[src/rtl/idcrc_pkg.sv]
package idcrc_pkg;
  localparam int unsigned DEF_BYTE_W = 8;
  localparam int unsigned DEF_PAYLOAD_BYTES = 7;
  localparam logic [7:0] DEF_POLY_REFL = 8'h8C;

  typedef enum logic [1:0] {
    PH_COLLECT   = 2'd0,
    PH_AWAIT_CHK = 2'd1,
    PH_VERDICT   = 2'd2
  } phase_e;
endpackage

[src/rtl/idcrc_bit_feeder.sv]
module idcrc_bit_feeder #(
  parameter int unsigned W = 8
) (
  input  logic         clk,
  input  logic         rst,
  input  logic         clr,
  input  logic         load,
  input  logic [W-1:0] byte_in,
  output logic         busy,
  output logic         bit_o,
  output logic         last_o
);
  localparam int unsigned CW = $clog2(W + 1);

  logic [W-1:0]  sreg;
  logic [CW-1:0] cnt;

  always_ff @(posedge clk) begin
    if (rst || clr) begin
      sreg <= '0;
      cnt  <= '0;
    end else if (load) begin
      sreg <= byte_in;
      cnt  <= CW'(W);
    end else if (cnt != '0) begin
      sreg <= {1'b0, sreg[W-1:1]};
      cnt  <= cnt - CW'(1);
    end
  end

  assign busy   = (cnt != '0);
  assign bit_o  = sreg[0];
  assign last_o = (cnt == CW'(1));


  load_idle_chk: assert property (@(posedge clk) disable iff (rst)
    load |-> (cnt == '0));


  bit_step_chk: assert property (@(posedge clk) disable iff (rst)
    (busy && !clr && !load) |=> (cnt == $past(cnt) - CW'(1)));
endmodule

[src/rtl/idcrc_lfsr.sv]
module idcrc_lfsr #(
  parameter int unsigned W = 8,
  parameter logic [W-1:0] POLY = 8'h8C
) (
  input  logic         clk,
  input  logic         rst,
  input  logic         clr,
  input  logic         step,
  input  logic         bit_in,
  output logic [W-1:0] crc_o
);
  logic [W-1:0] state;
  logic [W-1:0] nxt;
  logic         fb;

  assign fb = bit_in ^ state[0];

  for (genvar i = 0; i < W; i++) begin : g_stage
    if (i == W - 1) begin : g_top
      assign nxt[i] = fb & POLY[i];
    end else begin : g_mid
      assign nxt[i] = state[i+1] ^ (fb & POLY[i]);
    end
  end

  always_ff @(posedge clk) begin
    if (rst || clr) state <= '0;
    else if (step)  state <= nxt;
  end

  assign crc_o = state;


  clear_zero_chk: assert property (@(posedge clk) disable iff (rst)
    clr |=> (crc_o == '0));


  idle_hold_chk: assert property (@(posedge clk) disable iff (rst)
    (!clr && !step) |=> $stable(crc_o));
endmodule

[src/rtl/id_crc_check.sv]
module id_crc_check
  import idcrc_pkg::*;
#(
  parameter int unsigned BYTE_W = DEF_BYTE_W,
  parameter int unsigned PAYLOAD_BYTES = DEF_PAYLOAD_BYTES,
  parameter logic [BYTE_W-1:0] POLY_REFL = DEF_POLY_REFL
) (
  input  logic              clk,
  input  logic              rst,
  input  logic              start_i,
  input  logic [BYTE_W-1:0] byte_i,
  input  logic              byte_vld_i,
  output logic              ready_o,
  output logic              crc_done_o,
  output logic              verdict_o,
  output logic              match_o,
  output logic [BYTE_W-1:0] crc_o
);
  localparam int unsigned CNT_W = $clog2(PAYLOAD_BYTES + 1);

  phase_e            phase;
  logic [CNT_W-1:0]  byte_cnt;
  logic              match_q;
  logic              busy;
  logic              bit_w;
  logic              last_w;
  logic              load;
  logic              chk_take;
  logic [BYTE_W-1:0] crc_w;

  assign ready_o  = ((phase == PH_COLLECT) && !busy) || (phase == PH_AWAIT_CHK);
  assign load     = byte_vld_i && !start_i && (phase == PH_COLLECT) && !busy;
  assign chk_take = byte_vld_i && !start_i && (phase == PH_AWAIT_CHK);

  idcrc_bit_feeder #(.W(BYTE_W)) feeder_i (
    .clk    (clk),
    .rst    (rst),
    .clr    (start_i),
    .load   (load),
    .byte_in(byte_i),
    .busy   (busy),
    .bit_o  (bit_w),
    .last_o (last_w)
  );

  idcrc_lfsr #(.W(BYTE_W), .POLY(POLY_REFL)) lfsr_i (
    .clk   (clk),
    .rst   (rst),
    .clr   (start_i),
    .step  (busy),
    .bit_in(bit_w),
    .crc_o (crc_w)
  );

  always_ff @(posedge clk) begin
    if (rst || start_i) begin
      phase    <= PH_COLLECT;
      byte_cnt <= '0;
      match_q  <= 1'b0;
    end else begin
      case (phase)
        PH_COLLECT: begin
          if (load) byte_cnt <= byte_cnt + CNT_W'(1);
          if (last_w && (byte_cnt == CNT_W'(PAYLOAD_BYTES))) phase <= PH_AWAIT_CHK;
        end
        PH_AWAIT_CHK: begin
          if (chk_take) begin
            match_q <= (byte_i == crc_w);
            phase   <= PH_VERDICT;
          end
        end
        default: ;
      endcase
    end
  end

  assign crc_o      = crc_w;
  assign crc_done_o = (phase != PH_COLLECT);
  assign verdict_o  = (phase == PH_VERDICT);
  assign match_o    = match_q;


  frozen_crc_chk: assert property (@(posedge clk) disable iff (rst)
    (crc_done_o && !start_i) |=> $stable(crc_o));


  verdict_cause_chk: assert property (@(posedge clk) disable iff (rst)
    $rose(verdict_o) |-> ($past(crc_done_o) && $past(byte_vld_i)));


  compare_chk: assert property (@(posedge clk) disable iff (rst)
    chk_take |=> (verdict_o && (match_o == ($past(byte_i) == $past(crc_o)))));


  busy_ignore_chk: assert property (@(posedge clk) disable iff (rst)
    (!ready_o && !start_i) |=> $stable(byte_cnt));


  verdict_hold_chk: assert property (@(posedge clk) disable iff (rst)
    (verdict_o && !start_i) |=> (verdict_o && !ready_o && $stable(match_o)));


  start_clear_chk: assert property (@(posedge clk) disable iff (rst)
    start_i |=> (!crc_done_o && !verdict_o && !match_o && ready_o));
endmodule

[config.mk]
export PLATFORM = sky130hd
export DESIGN_NAME = id_crc_check
export DESIGN_NICKNAME = d
export VERILOG_FILES = /design/src/rtl/idcrc_pkg.sv /design/src/rtl/idcrc_bit_feeder.sv /design/src/rtl/idcrc_lfsr.sv /design/src/rtl/id_crc_check.sv
export SDC_FILE = /design/constraint.sdc
export NUM_CORES = 1
export LEC_CHECK = 0
export BUFFER_PORTS_ARGS = -buffer_cell sky130_fd_sc_hd__buf_4
export CAP_MARGIN = 10
export CORE_AREA = 10 10 49 79
export CTS_BUF_LIST = sky130_fd_sc_hd__clkbuf_16
export DETAILED_ROUTE_END_ITERATION = 7
export DIE_AREA = 0 0 59 89
export GPL_ROUTABILITY_DRIVEN = 0
export PLACE_DENSITY_LB_ADDON = 0.25
export SLEW_MARGIN = 20
export SYNTH_ARGS = -nofsm -noshare
export SYNTH_HDL_FRONTEND = slang
export SYNTH_SLANG_ARGS = --single-unit
[constraint.sdc]
create_clock -name clk -period 1.9 [get_ports clk]
set_input_delay 0.095 -clock clk [delete_from_list [all_inputs] [get_ports clk]]
set_output_delay 0.095 -clock clk [all_outputs]
set_load 0.05 [all_outputs]
Word-level counts from Yosys, hierarchy flattened
Index checks and enable logic that the tools add are counted.

storage, ports and cells
  register bits after elaboration = 26
  input bits = 12
  output and inout port bits = 12
  logic and storage cells = 45

cells by class
  $add $sub $neg = 2
  equal/unequal tests = 7
  mux-type cells = 7
  bitwise operators = 3
  reduce and logical (&&, ||, !) cells = 19

operators with widths
  cell                                                   number
  2-to-1 mux 8 bit                                       2
  == test 8 bit                                          1
  2-to-1 mux 4 bit                                       2
  logical AND 1 bit                                      6
  nonzero test 2 bit                                     3
  == test 4 x 1 -> 1 bit, second input constant          1
  2-to-1 mux 2 bit                                       2
  one-hot mux 2 bit (2 select lines)                     1
  AND reduction 2 bit                                    2
  nonzero test 4 bit                                     1
  subtractor 4 x 1 -> 4 bit, second input constant       1
  adder 3 x 1 -> 3 bit, second input constant            1
  == test 3 bit, second input constant                   1
  AND reduction 3 bit                                    1
  bitwise XOR 1 bit                                      3
  == test 2 x 1 -> 1 bit, second input constant          1
  == test 2 bit, second input constant                   1
  logical NOT 1 bit                                      2
  logical NOT 2 bit                                      1
  logical OR 1 bit                                       2
  inequality test 2 x 1 -> 1 bit, second input constant  1
  inequality test 2 bit, second input constant           1
  OR reduction 2 bit                                     1

Logic depth before layout (Yosys ltp)
Gate-level depths: netlist of the first run.

  depth after elaboration = 5
  mapped depth = 7
  depth with buffers taken out = 5

Hierarchy
From an unflattened synthesis of the first run, not the netlist that was laid out.

unflattened totals
  cell total of the unflattened synthesis = 151
  area, all modules = 1353.8 µm²

modules (own cells, without submodules)
  module            times used  cells each  area an instance (µm²)  sequential area each (µm²)
  idcrc_bit_feeder  1           67          579.3                   240.2
  id_crc_check      1           45          391.6                   120.1
  idcrc_lfsr        1           39          382.9                   160.2

Worst setup path after synthesis of the first run
No wires, ideal clock.

  path type = reg-to-output
  start = register feeder_i.cnt[0]
  end = output ready_o
  arrival = 2.106 ns
  data required time = 1.805 ns
  setup slack = -0.301 ns
  cell stages (with the launch flop) = 7
  buffers on the path = 2
  cell sequence = dfxtp_1 -> inv_1 -> ha_1 -> or3b_1 -> clkbuf_1 -> clkbuf_1 -> a21oi_1

on the way
  word-level cells in the longest chain between the ends = 4

ends and longest elaborated chain
  what                    RTL line                source
  start, declared         idcrc_bit_feeder.sv:16  logic [CW-1:0] cnt;
  start signal, assigned  idcrc_bit_feeder.sv:24  cnt <= CW'(W);
  start signal, assigned  idcrc_bit_feeder.sv:27  cnt <= cnt - CW'(1);
  nonzero test 4 bit      idcrc_bit_feeder.sv:31  assign busy = (cnt != '0);
  logical NOT 1 bit       id_crc_check.sv:31      assign ready_o = ((phase == PH_COLLECT) && !busy) || (phase == PH_AWAIT_CHK);
  logical AND 1 bit       id_crc_check.sv:31
  logical OR 1 bit        id_crc_check.sv:31
  end, declared           id_crc_check.sv:13      output logic ready_o,

No other way between the ends.

Worst setup path after layout of the first run
Same ends and word-level chain as after synthesis.

==> run summary, run 1 <==
final setup TNS = 0 ns
Hold Path Class = in2reg
final critical-path required period = 1.81 ns
die width = 59 um
Starting Density = 0.499
Synth Instances = 148
initial DRC count = 18
Congestion Overflow GR = 0
clock-pin slew on the worst setup and hold paths = 0.06 ns
Pre-Repair DR Iteration Count = 4
routed vias/inst = 5.62
share of post-route cells with drive strength above 1 = 0.247
synth unique cells = 33
Clock Sinks = 26
Layout area overhead = 21.7%
sequential cell area = 520 um^2
P_leak = 0.607 nW
max-slew violations = 0
first-pass GRT wire length = 5.28 mm
CTS tree = done
top cell type's share of synthesized area = 0.397
actual slew at the worst max-slew pin = 0.475 ns
final hold viol count = 0
RSZ-0062 raised after global routing = no
CP peak stage delay = 0.42 ns
Seq/Total Area, Yosys = 0.397
I/O pin count = 24
die height = 89 um
Peak Freq = 552 MHz
Synth Area per Inst = 8.85 um^2
leading post-synthesis cells by instance count = dfxtp_1, a21oi_1, nand2_1
Total Routing Usage GR = 0.126
worst path bufs/invs = 2
# setup viols final = 0
Post-synth top flop = dfxtp_1
critical path launch point type = register
Cell Rows = 25
status = completed
#FFs+latches synth = 26
DRC = 0
CTS root buf = clkbuf_16
Hold-fix buffers, CTS = 0
post-route cell area = 0.00159 mm^2
Mapped Nets = 164
critical path, cell by cell = inv_1 -> ha_2 -> or3b_4 -> a21oi_4 -> buf_4
ys async rst share = 0
area of the multi-input gates = 727 um^2
final net count = 183
largest net degree at the start of global routing = 25
R2R setup slack = 0.25 ns
Max VDD drop = 0.596 mV
initial antenna violation count = 0
Setup Skew = 0.00418 ns
pwr dens = 918 mW/mm^2
largest cells by area after synthesis = dfxtp_1, a21oi_1, mux2i_1
ant diodes = 0
Fin Hold WS = 0.0966 ns
H-Tree Depth = 1
final worst path period share = 0.953
Synth area leader = dfxtp_1
Clock Path Buffers = 2
EDFF count, synth = 0
Routed WL = 3.00 mm
Setup Crit Path Kind = reg2out
Via Count = 1085
FILL cells = 240
Post-DP HPWL = 2.37 mm
slowest stage cell, crit path = or3b_4
PostCTS Resize Cnt = 0
# port buffers = 23
final antenna-violating net count = 0
core area = 0.00263 mm^2
most frequent cell after synthesis = dfxtp_1
average wire per standard cell = 15.5 um
number of max-cap violations = 0
synth warn = 0
final core utilization = 0.607
CP endpoint kind = primary output
CTS Buf Count = 3
Worst EP arrival = 1.72 ns
Req. time, crit path = 1.80 ns
delay-heaviest family, CP = simple AND/OR/NAND/NOR gates
Setup Buffers After CTS = 0
vias in the first global route = 1182
CP Max Fanout = 5
Worst slew margin = 0.682
Clock Latency Late Sink = 0.26 ns
Synth Cell Area = 0.00131 mm^2
die area = 0.00525 mm^2
placed inst area = 0.00151 mm^2
flip-flops by register name (all words and copies together) (netlist names):
signal / count
byte_cnt: 3
feeder_i.cnt: 4
feeder_i.sreg: 8
lfsr_i.crc_o: 8
match_o: 1
phase: 2
worst min-delay path, stage by stage:
cell,delay [ns]
buf_4,0.10
a21oi_1,0.06
nor2_1,0.07
final cells by class:
cell class,count,area share
clock buffer,3,0.0471
sequential,26,0.327
timing repair buffer,28,0.140
tap,27,0.0212
clock inverter,1,0.00235
multi-input combinational,105,0.456
inverter,3,0.00706
cell usage in the layout (no fill, tap or decap), drive strengths merged, types with 2 or more instances in the layout:
cell | netlist | final
nand4 | 2 | 2
mux2i | 8 | 8
xor3 | 2 | 2
nand2 | 17 | 17
buf | 7 | 28
a211oi | 2 | 2
ha | 4 | 4
or3 | 2 | 2
dfxtp | 26 | 26
nand3 | 4 | 4
xnor2 | 9 | 9
inv | 3 | 3
nor3b | 2 | 2
or2 | 3 | 3
o21ai | 10 | 10
a21oi | 22 | 22
clkbuf | 7 | 3
nor2 | 3 | 3
nor3 | 3 | 3
logic make-up (layout without fill, tap and decap cells):
family	count (synthesis)	after routing	synth area share
simple gates	42	42	0.170
compound gates	39	39	0.165
flops	26	26	0.397
buf+inv	17	35	0.0650
xor+xnor	12	12	0.103
mux	8	8	0.0611
fa+ha+maj	4	4	0.0382
worst paths after layout:
path	from	to	cells after the start
min reg2reg	byte_cnt[2]$_SDFFE_PP0P_	byte_cnt[2]$_SDFFE_PP0P_	2
min	byte_vld_i	phase[1]$_SDFFE_PP0P_	3
max reg2reg	feeder_i.cnt[0]$_SDFFE_PP0P_	byte_cnt[0]$_SDFFE_PP0P_	6
max	feeder_i.cnt[0]$_SDFFE_PP0P_	ready_o	5
per-layer routing:
metal | vias to the layer above | part of all wire | wire length, um | GRT usage
met5 | - | 0 | 0 | 0
met4 | 0 | 0.025 | 74 | 0.0629
met3 | 7 | 0.037 | 112 | 0.0270
met2 | 21 | 0.56 | 1670 | 0.241
met1 | 510 | 0.38 | 1140 | 0.120
li1 | 547 | - | - | -
metrics by stage:
stage | setup WS [ns] | power (W) | cells
after floorplan | 0.113 | 0.000870 | 148
after global placement | 0.277 | 0.000990 | 189
after detailed placement | 0.205 | 0.00100 | 189
after CTS | 0.0245 | 0.00146 | 193
after global routing | 0.0293 | 0.00153 | 193
final | 0.0885 | 0.00146 | 193
power breakdown:
group	total, W	switching [W]	leakage, nW	internal, W
logic	0.000389	0.000213	0.358	0.000176
clock network	0.000467	0.000186	0.0385	0.000282
registers	0.000607	0.0000296	0.211	0.000578
total	0.00146	0.000428	0.607	0.00104
Power figures use the tool's default switching activity.
==> run 2, diff against run 1 <==
- SETUP_SLACK_MARGIN: unset -> 0.2
==> run summary, run 2 (synthesis results as in run 1) <==
Req. time, crit path = 1.80 ns (about the same)
final setup TNS = 0 ns (unchanged)
CTS Buf Count = 3 (unchanged)
final antenna-violating net count = 0 (unchanged)
ant diodes = 0 (unchanged)
clock power share = 0.373 (+0.054)
RSZ-0062 raised after global routing = yes
NetSw = 0.000438 W (+2.4%)
DP Worst Slack = 0.224 ns (+0.0190 ns)
setup ws final = 0.234 ns (+0.145 ns)
number of max-cap violations = 0 (unchanged)
die area = 0.00525 mm^2 (unchanged)
most common cell after layout, fill and taps aside = buf_4
Peak Freq = 600 MHz (+8.7%)
Layout area overhead = 26.9%
max-slew violations = 0 (unchanged)
most frequent cells in the layout = buf_4, dfxtp_1, a21oi_1, nand2_1, o21ai_0
initial antenna violation count = 0 (unchanged)
Hold-fix buffers, CTS = 0 (unchanged)
DRC = 0 (unchanged)
Starting Density = 0.499 (unchanged)
Worst EP arrival = 1.57 ns (-0.15 ns)
final worst path period share = 0.877 (-0.0764)
I/O pin count = 24 (unchanged)
# port buffers = 23 (unchanged)
CTS root buf = clkbuf_16
core area = 0.00263 mm^2 (unchanged)
initial DRC count = 15 (-3)
Congestion Overflow GR = 0 (unchanged)
Setup Crit Path Kind = reg2out
number of instances in the placed design = 190 (+0.53%)
CP Max Fanout = 5 (unchanged)
CP endpoint kind = primary output
Post-DP HPWL = 2.30 mm (-2.6%)
final critical-path required period = 1.67 ns (-0.145 ns)
share of post-route cells with drive strength above 1 = 0.294 (+0.0471)
Max VDD drop = 0.758 mV (+27%)
actual slew at the worst max-slew pin = 0.468 ns (-0.00726 ns)
die width = 59 um (unchanged)
Routed WL = 3.06 mm (+2.0%)
Worst slew margin = 0.687 (+0.00486)
clock-pin slew on the worst setup and hold paths = 0.06 ns (about the same)
Sw Ratio = 0.269 (-0.0232)
P_leak = 0.641 nW (+5.6%)
Pint = 0.00119 W (+15%)
final hold viol count = 0 (unchanged)
Cell Rows = 25 (unchanged)
Pre-Repair DR Iteration Count = 4 (unchanged)
average wire per standard cell = 15.5 um (-0.10%)
Setup Skew = 0.00387 ns (-0.000309 ns)
Seq pwr share = 0.374 (-0.041)
Clock Latency Late Sink = 0.26 ns (about the same)
# setup viols final = 0 (unchanged)
status = completed
final net count = 187 (+2.2%)
largest net degree at the start of global routing = 18 (-28%)
Final Instance Count excl. Fillers = 197 (+2.1%)
Clock Path Buffers = 2 (unchanged)
routed vias/inst = 5.64 (+0.41%)
vias in the first global route = 1139 (-3.6%)
Via Count = 1112 (+2.5%)
Logic pwr share = 0.253 (-0.013)
Clock Sinks = 26 (unchanged)
critical path launch point type = register
pwr dens = 979 mW/mm^2 (+6.6%)
die height = 89 um (unchanged)
H-Tree Depth = 1 (unchanged)
CTS tree = done
Hold Path Class = in2reg
Total Routing Usage GR = 0.124 (-0.00220)
first-pass GRT wire length = 5.17 mm (-2.1%)
==> run 2: repair_timing <==
| action | in CTS | in global routing |
|---|---|---|
| gates resized for setup | 5 | 5 |
| buffers inserted | 0 | 3 |
| setup endpoints to repair | 4 | 1 |
| pin swaps | 0 | 2 |
==> run 2: final cells by class <==
class | instances | area [um^2]
Clock buffer | 3 | 75.1
Clock inverter | 1 | 30.0
Fill cell | 245 | 965
Inverter | 3 | 13.8
Multi-Input combinational cell | 105 | 737
Sequential cell | 26 | 526
Tap cell | 27 | 33.8
Timing Repair Buffer | 32 | 248
==> run 2: final timing paths <==
path / startpoint / end / slack (ns) / cells after the start
hold / removal: byte_vld_i / phase[1]$_SDFFE_PP0P_ / 0.1 / 3
setup reg to reg: phase[0]$_SDFFE_PP0P_ / byte_cnt[0]$_SDFFE_PP0P_ / 0.29 / 3
hold reg to reg: byte_cnt[1]$_SDFFE_PP0P_ / byte_cnt[1]$_SDFFE_PP0P_ / 0.50 / 2
setup / recovery: feeder_i.cnt[1]$_SDFFE_PP0P_ / ready_o / 0.23 / 5
==> run 2: metrics by stage <==
stage	power, W	hold slack (ns)	utilization	area [um^2]
after floorplan	0.000874	0.240	-	1330
after global placement	0.000976	0.352	0.574	1510
after detailed placement	0.000989	0.365	0.574	1510
after CTS	0.00162	0.0933	0.620	1630
after global routing	0.00171	0.125	0.633	1660
final	0.00163	0.0978	0.633	1660
==> run 2: power groups by stage <==
stage	clock, W	sequential [W]	combinational (W)
after detailed placement	0	0.000620	0.000369
after global routing	0.000645	0.000613	0.000452
after floorplan	0	0.000612	0.000262
after CTS	0.000622	0.000608	0.000391
final	0.000607	0.000609	0.000411
after global placement	0	0.000617	0.000359
==> run 2: routing by layer <==
layer | up-vias | track usage | routed length, um
li1 | 553 | - | -
met1 | 532 | 0.128 | 1210
met2 | 21 | 0.231 | 1690
met4 | 0 | 0.0524 | 63
met5 | - | 0 | 0
met3 | 6 | 0.0228 | 96
==> run 2: critical path, cell delays in order, from the launching register on <==
cell,delay (ns)
dfxtp_2,0.34
inv_2,0.07
ha_4,0.15
or3b_4,0.41
a21oi_4,0.18
buf_8,0.16
==> run 3, diff against run 2 <==
- CORE_AREA: 10 10 49 79 -> 2 2 41 71
- DIE_AREA: 0 0 59 89 -> 0 0 43 73
- GPL_TIMING_DRIVEN: unset -> 0
==> run summary, run 3 (synthesis results as in run 1) <==
Clock Sinks = 26 (unchanged)
Starting Density = 0.499 (unchanged)
Total Routing Usage GR = 0.216 (+0.0923)
CTS root buf = clkbuf_16
largest net degree at the start of global routing = 15 (-3)
Post-DP HPWL = 2.29 mm (-0.56%)
FILL cells = 239 (-2.4%)
average wire per standard cell = 14.2 um (-8.5%)
number of max-cap violations = 0 (unchanged)
Routed WL = 2.97 mm (-2.9%)
I/O pin count = 24 (unchanged)
Cell Rows = 25 (unchanged)
final hold viol count = 0 (unchanged)
die height = 73 um (-18%)
core area = 0.00263 mm^2 (unchanged)
Peak Freq = 557 MHz (-7.2%)
most common cell after layout, fill and taps aside = buf_4
DRC = 0 (unchanged)
H-Tree Depth = 1 (unchanged)
Max VDD drop = 0.666 mV (-12%)
Final Instance Count excl. Fillers = 209 (+6.1%)
initial antenna violation count = 0 (unchanged)
area of the multi-input gates = 732 um^2 (-0.68%)
max-slew violations = 0 (unchanged)
placed inst area = 0.00153 mm^2 (+1.7%)
# port buffers = 23 (unchanged)
critical path launch point type = register
P_leak = 0.680 nW (+6.1%)
Via Count = 1148 (+3.2%)
status = completed
die area = 0.00314 mm^2 (-40%)
actual slew at the worst max-slew pin = 0.509 ns (+0.0408 ns)
Pre-Repair DR Iteration Count = 4 (unchanged)
pwr dens = 889 mW/mm^2 (-9.1%)
CP Max Fanout = 2 (-3)
slowest stage cell, crit path = or3b_1
# setup viols final = 0 (unchanged)
CP endpoint kind = primary output
setup ws final = 0.104 ns (-0.130 ns)
final antenna-violating net count = 0 (unchanged)
Setup Skew = 0.00347 ns (-0.000405 ns)
number of instances in the placed design = 198 (+4.2%)
Req. time, crit path = 1.80 ns (about the same)
ant diodes = 0 (unchanged)
Congestion Overflow GR = 0 (unchanged)
Layout area overhead = 30.9%
RSZ-0062 raised after global routing = yes
die width = 43 um (-27%)
CP peak stage delay = 0.35 ns (-0.06 ns)
DP Worst Slack = 0.0633 ns (-0.160 ns)
share of post-route cells with drive strength above 1 = 0.313 (+0.0191)
vias in the first global route = 1145 (+0.53%)
post-route cell area = 0.00172 mm^2 (+3.2%)
Worst slew margin = 0.661 (-0.0260)
final worst path period share = 0.945 (+0.0684)
final net count = 199 (+6.4%)
Hold Path Class = in2reg
final setup TNS = 0 ns (unchanged)
CTS tree = done
sequential cell area = 523 um^2 (-0.48%)
first-pass GRT wire length = 5.08 mm (-1.7%)
clock-pin slew on the worst setup and hold paths = 0.06 ns (about the same)
final critical-path required period = 1.80 ns (+0.130 ns)
Clock Latency Late Sink = 0.26 ns (about the same)
CTS Buf Count = 3 (unchanged)
initial DRC count = 11 (-4)
Clock Path Buffers = 2 (unchanged)
Fin Hold WS = 0.102 ns (+0.00453 ns)
Worst EP arrival = 1.70 ns (+0.13 ns)
critical path, cell by cell = inv_2 -> ha_4 -> or3b_1 -> clkbuf_8 -> clkbuf_16 -> a21oi_4 -> buf_6
routed vias/inst = 5.49 (-2.7%)
Setup Crit Path Kind = reg2out
most frequent cells in the layout = buf_4, dfxtp_1, a21oi_1, nand2_1, o21ai_0
==> run 3: cell types whose count changed in the layout (fill, tap and decap cells not counted), sizes merged <==
cell    change
clkinv      +1
buf         +5
bufinv      -1
clkbuf      +7
==> run 3: path summary, 6_finish.rpt <==
check,from,cells past startpoint,endpoint,slack (ns)
worst max register to register,feeder_i.cnt[1]$_SDFFE_PP0P_,7,byte_cnt[0]$_SDFFE_PP0P_,0.22
worst max-delay path,feeder_i.cnt[1]$_SDFFE_PP0P_,7,ready_o,0.10
worst min-delay path,byte_vld_i,3,phase[1]$_SDFFE_PP0P_,0.10
worst min register to register,byte_cnt[1]$_SDFFE_PP0P_,2,byte_cnt[1]$_SDFFE_PP0P_,0.50
==> run 3: layer usage <==
metal | GRT usage | vias to the layer above | part of all wire
li1 | - | 574 | -
met1 | 0.220 | 528 | 0.38
met2 | 0.389 | 33 | 0.53
met3 | 0.0396 | 13 | 0.037
met4 | 0.145 | 0 | 0.055
met5 | 0 | - | 0
==> run 3: cell type report <==
cell class,count,share of cell area
multi-input combinational,105,0.427
clock buffer,3,0.0438
sequential,26,0.305
inverter,3,0.00656
tap,27,0.0197
clock inverter,1,0.00219
buffer,14,0.0627
timing repair buffer,30,0.133
==> run 3: power by group <==
group | switching (W) | internal, W
clock | 0.000181 | 0.000282
sequential | 0.0000266 | 0.000579
combinational | 0.000236 | 0.000221
==> run 3: critical path: cells and delay by family, from the launching register on <==
kind / cells / cell delay [ns]
DFF: 1 / 0.32
adders and majority gates: 1 / 0.13
AOI/OAI and AO/OA: 1 / 0.11
and+or+nand+nor: 1 / 0.35
buffers and inverters: 4 / 0.53
==> run 3: what timing repair did <==
action / CTS / global route
hold buffers: 0 / 0
setup endpoints to repair: 18 / 14
buffers inserted: 6 / 1
gates resized for setup: 14 / 0
pin swaps: 3 / 0
==> run 3: metrics by stage <==
| stage | power [W] | util |
|---|---|---|
| 2_1_floorplan | 0.000874 | - |
| 3_3_place_gp | 0.000967 | 0.584 |
| 3_5_place_dp | 0.000979 | 0.584 |
| 4_1_cts | 0.00153 | 0.650 |
| 5_1_grt | 0.00160 | 0.653 |
| 6_report | 0.00153 | 0.653 |
